===== src/rtl/kbd_pkg.sv =====
package kbd_pkg;
  localparam int unsigned ADDR_W      = 16;
  localparam int unsigned DATA_W      = 16;
  localparam int unsigned CHAR_W      = 8;
  localparam logic [ADDR_W-1:0] STATUS_ADDR = 16'hFE00;
  localparam logic [ADDR_W-1:0] CHAR_ADDR   = 16'hFE02;

  typedef enum logic [1:0] {
    SEL_NONE   = 2'd0,
    SEL_STATUS = 2'd1,
    SEL_CHAR   = 2'd2
  } kbd_sel_e;
endpackage


===== src/rtl/kbd_addr_decode.sv =====
module kbd_addr_decode
  import kbd_pkg::*;
#(
  parameter int unsigned ADDR_W = kbd_pkg::ADDR_W,
  parameter logic [ADDR_W-1:0] STATUS_ADDR = kbd_pkg::STATUS_ADDR,
  parameter logic [ADDR_W-1:0] CHAR_ADDR   = kbd_pkg::CHAR_ADDR
) (
  input  logic [ADDR_W-1:0] addr_i,
  input  logic              rd_en_i,
  output kbd_sel_e          sel_o,
  output logic              hit_o,
  output logic              consume_o
);
  always_comb begin
    sel_o = SEL_NONE;
    if (rd_en_i) begin
      if (addr_i == STATUS_ADDR)    sel_o = SEL_STATUS;
      else if (addr_i == CHAR_ADDR) sel_o = SEL_CHAR;
    end
  end

  assign hit_o     = (sel_o != SEL_NONE);
  assign consume_o = (sel_o == SEL_CHAR);
endmodule


===== src/rtl/kbd_char_hold.sv =====
module kbd_char_hold #(
  parameter int unsigned CHAR_W = kbd_pkg::CHAR_W
) (
  input  logic              clk_i,
  input  logic              rst_ni,
  input  logic              key_valid_i,
  input  logic [CHAR_W-1:0] key_code_i,
  input  logic              consume_i,
  output logic              ready_o,
  output logic [CHAR_W-1:0] char_o
);
  logic accept;
  // consume frees the slot in the same cycle, so a coincident key lands
  assign accept = key_valid_i && (!ready_o || consume_i);

  always_ff @(posedge clk_i or negedge rst_ni) begin
    if (!rst_ni) begin
      ready_o <= 1'b0;
      char_o  <= '0;
    end else begin
      if (accept) begin
        ready_o <= 1'b1;
        char_o  <= key_code_i;
      end else if (consume_i) begin
        ready_o <= 1'b0;
      end
    end
  end
endmodule


===== src/rtl/kbd_read_mux.sv =====
module kbd_read_mux
  import kbd_pkg::*;
#(
  parameter int unsigned DATA_W = kbd_pkg::DATA_W,
  parameter int unsigned CHAR_W = kbd_pkg::CHAR_W
) (
  input  kbd_sel_e          sel_i,
  input  logic              ready_i,
  input  logic [CHAR_W-1:0] char_i,
  output logic [DATA_W-1:0] rd_data_o
);
  localparam int unsigned PAD_W  = DATA_W - CHAR_W;
  localparam int unsigned FLAG_B = DATA_W - 1;

  logic [DATA_W-1:0] status_word;
  logic [DATA_W-1:0] char_word;

  always_comb begin
    status_word         = '0;
    status_word[FLAG_B] = ready_i;
  end

  generate
    if (PAD_W > 0) begin : g_pad
      assign char_word = {{PAD_W{1'b0}}, char_i};
    end else begin : g_nopad
      assign char_word = char_i[DATA_W-1:0];
    end
  endgenerate

  always_comb begin
    unique case (sel_i)
      SEL_STATUS: rd_data_o = status_word;
      SEL_CHAR:   rd_data_o = char_word;
      default:    rd_data_o = '0;
    endcase
  end
endmodule


===== src/rtl/kbd_input_port.sv =====
module kbd_input_port
  import kbd_pkg::*;
#(
  parameter int unsigned ADDR_W = kbd_pkg::ADDR_W,
  parameter int unsigned DATA_W = kbd_pkg::DATA_W,
  parameter int unsigned CHAR_W = kbd_pkg::CHAR_W,
  parameter logic [ADDR_W-1:0] STATUS_ADDR = kbd_pkg::STATUS_ADDR,
  parameter logic [ADDR_W-1:0] CHAR_ADDR   = kbd_pkg::CHAR_ADDR
) (
  input  logic              clk_i,
  input  logic              rst_ni,
  input  logic              key_valid_i,
  input  logic [CHAR_W-1:0] key_code_i,
  input  logic [ADDR_W-1:0] addr_i,
  input  logic              rd_en_i,
  input  logic              wr_en_i,
  input  logic [DATA_W-1:0] wr_data_i,
  output logic [DATA_W-1:0] rd_data_o,
  output logic              hit_o
);
  kbd_sel_e          sel;
  logic              consume;
  logic              ready_q;
  logic [CHAR_W-1:0] char_q;

  // writes are decoded nowhere: both registers are read-only
  logic unused_wr;
  assign unused_wr = wr_en_i ^ (^wr_data_i);

  kbd_addr_decode #(
    .ADDR_W(ADDR_W), .STATUS_ADDR(STATUS_ADDR), .CHAR_ADDR(CHAR_ADDR)
  ) u_dec (
    .addr_i(addr_i), .rd_en_i(rd_en_i),
    .sel_o(sel), .hit_o(hit_o), .consume_o(consume)
  );

  kbd_char_hold #(.CHAR_W(CHAR_W)) u_hold (
    .clk_i(clk_i), .rst_ni(rst_ni),
    .key_valid_i(key_valid_i), .key_code_i(key_code_i),
    .consume_i(consume), .ready_o(ready_q), .char_o(char_q)
  );

  kbd_read_mux #(.DATA_W(DATA_W), .CHAR_W(CHAR_W)) u_mux (
    .sel_i(sel), .ready_i(ready_q), .char_i(char_q), .rd_data_o(rd_data_o)
  );
endmodule


===== config.mk =====
export PLATFORM = sky130hd
export DESIGN_NAME = kbd_input_port
export DESIGN_NICKNAME = d
export VERILOG_FILES = /design/src/rtl/kbd_pkg.sv /design/src/rtl/kbd_addr_decode.sv /design/src/rtl/kbd_char_hold.sv /design/src/rtl/kbd_read_mux.sv /design/src/rtl/kbd_input_port.sv
export SDC_FILE = /design/constraint.sdc
export NUM_CORES = 1
export LEC_CHECK = 0
export ABC_AREA = 1
export CAP_MARGIN = 5
export CORE_MARGIN = 8
export CORE_UTILIZATION = 28
export DETAILED_ROUTE_END_ITERATION = 10
export PLACE_DENSITY = 0.78
export SYNTH_ARGS = -nofsm -noshare
export SYNTH_HDL_FRONTEND = slang
export SYNTH_SLANG_ARGS = --single-unit

===== constraint.sdc =====
create_clock -name clk_i -period 1.35 [get_ports clk_i]
set_clock_uncertainty 0.2 [all_clocks]
set_input_delay 0.2025 -clock clk_i [delete_from_list [all_inputs] [get_ports clk_i]]
set_output_delay 0.2025 -clock clk_i [all_outputs]
set_load 0.1 [all_outputs]

==> flow_summary.json <==
{
  "status": "finished with violations",
  "violations": "setup timing",
  "die_width_um": 62.4,
  "worstPathRequired_ns": 0.95,
  "timing.final.crit_period_ns": 1.66,
  "yosysUniqueCellTypes": 12,
  "cp_top_family": "buffers and inverters",
  "layout-area-overhead-vs-synth_pct": 149,
  "place.detailed.instances": 157,
  "route.antenna.remaining_nets": 0,
  "numCtsBuffers": 3,
  "diodes": 0,
  "clkLatencyLatePin_ns": 0.26,
  "synth.largest_area_cell": "dfrtp_1",
  "cp_cell_sequence": "buf_6 > nor2_4 > nand2_2 > nor2_4 > buf_6 > nand3_4 > buf_12 > nor2_4 > buf_12",
  "totalPowerFinal_w": 0.00108,
  "min-delay-path-class": "primary input to async pin",
  "hold_viol_final": 0,
  "synth.yosys.seq_area_share": 0.374,
  "path_class": "primary input to output pin",
  "worstPathBufferInverterCount": 4,
  "tritoncts_clock_tree": "done",
  "initial_core_util": 0.301,
  "number_of_antenna_violations_at_the_first_check_in_global_routing": 0,
  "postRouteWirelength_um": 2260,
  "first_global_vias": 824,
  "ctsHtreeMaxLevel": 1,
  "slowest_stage": "buf_12",
  "layoutNonFillerInstCount": 168,
  "drc_errors": 0,
  "setup_slack_ns": -0.305,
  "met2_length_um": 1310,
  "yosys_warnings": 0,
  "coreArea_mm2": 0.00200,
  "grt_pass1_wl_um": 3860,
  "vias": 719,
  "placementRows": 16,
  "ctsLongestPathBuffers": 2,
  "synth_async_sr_flop_share": 1.00,
  "place_hpwl_um": 1660,
  "finalHoldWorstSlack_ns": 0.0395,
  "clkTransAtPathRegs_ns": 0.06,
  "clock_tree_sinks": 9,
  "clock-root-buffer": "clkbuf_4",
  "synth.top_cell.area_share": 0.374,
  "ys.flop_type": "dfrtp_1",
  "fmax_mhz": 604,
  "synth_area_per_inst_um2": 6.92,
  "globalRouteOverflowTotal": 0,
  "die_area_mm2": 0.00389,
  "timing.critical_path.arrival_ns": 1.25,
  "critical_path.endpoint_type": "output pin",
  "pin_count_of_the_biggest_net_entering_global_routing": 10,
  "drt-met1-wl_um": 836,
  "via_density_per_instance": 4.28,
  "post-synth-top-count-cell": "nand2_1",
  "final_util": 0.748,
  "gr-usage-all-layers": 0.124,
  "tightest_slew_ns": 0.520,
  "synth_area_leaders": "dfrtp_1, nand2_1, buf_4",
  "crit_top_cell": "nor2_4",
  "power_leakage_nw": 0.684,
  "maxSlewViolCount": 0,
  "finalNetCount": 187,
  "synthesis.instances": 87,
  "synth_commonest_cells": "nand2_1, inv_1, nor2_1",
  "dieHeight_um": 62.4,
  "cellPowerDensity_mw_per_mm2": 718,
  "routabilityCongestion": 0.749,
  "dr.max_layer_used": "met3",
  "num_io_pins": 62,
  "finalSetupViolations": 19,
  "vdd_ir_drop_max_mv": 0.718,
  "number_of_flops_mapped_to_enable_cells_by_yosys": 0,
  "timing.max_cap.violations": 0,
  "drive_above_1_share": 0.631,
  "routed_wire_length_per_instance_um": 13.4,
  "routed_wl_met3_um": 114,
  "postPlaceCellArea_mm2": 0.00129,
  "unrepaired_setup_endpoints_after_global_routing": "yes",
  "layout_worst_path_cycle_share": 1.23,
  "portBuffers": 37,
  "max_slew_margin": 0.652,
  "worstPathMaxFanout": 5,
  "synth.ff_latch_count": 9,
  "mappedNetlistArea_um2": 602,
  "firstDrtPassIters": 3,
  "first_iter_violations": 21,
  "worst_setup_path_start_kind": "primary input",
  "layout.cell_area.non_filler_mm2": 0.00150,
  "maximum_cell_stage_delay_along_the_critical_path_ns": 0.18
}
layer usage:
layer / up-vias / GRT usage
met2: 28 / 0.237
met1: 338 / 0.113
met5: - / 0
li1: 353 / -
met4: 0 / 0.0541
met3: 0 / 0.0466
sequential cells by signal (all words and copies together), names as in the netlist:
name / flops
u_hold.ready_o: 1
u_hold.char_o: 8
cells by family (layout without fill, tap and decap cells):
logic type             after synthesis  in the layout  synth area share
buffers and inverters               24             71             0.200
flip-flops                           9              9             0.374
AND/OR/NAND/NOR                     53             54             0.420
other                                1              7           0.00623
final cells by class:
class / count / area (um2)
Timing Repair Buffer: 51 / 637
Multi-Input combinational cell: 61 / 512
Fill cell: 131 / 505
Sequential cell: 9 / 225
Inverter: 16 / 62.6
Tap cell: 27 / 33.8
Clock buffer: 4 / 26.3
metrics by stage:
step	worst slack [ns]	TNS, ns
4_1_cts	-0.339	-3.33
5_1_grt	-0.342	-3.94
3_5_place_dp	-0.680	-11.81
6_report	-0.305	-3.40
3_3_place_gp	-0.634	-11.07
2_1_floorplan	-0.634	-3.86
power by group:
part	switching [W]	internal (W)	total [W]
clock network	0.0000939	0.000114	0.000208
logic	0.000284	0.000176	0.000460
registers	0.0000556	0.000352	0.000407
path summary, 6_finish.rpt:
path / startpoint / to / slack [ns] / cells past startpoint
hold / removal: rst_ni / u_hold.char_o[0]$_DFFE_PN0P_ / 0.04 / 1
setup / recovery: addr_i[8] / rd_data_o[4] / -0.31 / 9
hold reg to reg: u_hold.char_o[3]$_DFFE_PN0P_ / u_hold.char_o[3]$_DFFE_PN0P_ / 0.28 / 2
setup reg to reg: u_hold.ready_o$_DFFE_PN0P_ / u_hold.char_o[0]$_DFFE_PN0P_ / 0.13 / 5
min in group clk_i: u_hold.char_o[3]$_DFFE_PN0P_ / u_hold.char_o[3]$_DFFE_PN0P_ / 0.28 / 2
max in group asynchronous: rst_ni / u_hold.char_o[5]$_DFFE_PN0P_ / 0.62 / 1
timing repair:
| item | CTS | global route |
|---|---|---|
| setup buffers | 5 | 1 |
| gates cloned | 2 | 0 |
| resized for setup | 84 | 18 |
| hold buffers | 0 | 0 |
| hold endpoints to repair | 0 | 0 |
| pin swaps | 20 | 16 |
| setup endpoints to repair | 19 | 19 |
layout by cell type (no fill, tap or decap):
| master | Yosys | layout |
|---|---|---|
| buf_6 | 0 | 13 |
| inv_4 | 0 | 1 |
| clkdlybuf4s50_1 | 0 | 10 |
| inv_1 | 16 | 10 |
| nand3_2 | 0 | 5 |
| nand3_1 | 8 | 3 |
| clkbuf_1 | 0 | 1 |
| nand2_8 | 0 | 3 |
| buf_16 | 0 | 1 |
| nand2_1 | 26 | 10 |
| nand2_2 | 0 | 13 |
| nor4_4 | 0 | 1 |
| nor2_4 | 1 | 15 |
| buf_4 | 8 | 6 |
| inv_2 | 0 | 5 |
| nand3_4 | 1 | 1 |
| buf_8 | 0 | 1 |
| buf_2 | 0 | 5 |
| buf_12 | 0 | 13 |
| clkbuf_4 | 0 | 3 |
| dlygate4sd2_1 | 0 | 2 |
| nand2_4 | 2 | 3 |
| conb_1 | 1 | 7 |
| dfrtp_1 | 9 | 9 |
Power figures use the tool's default switching activity.
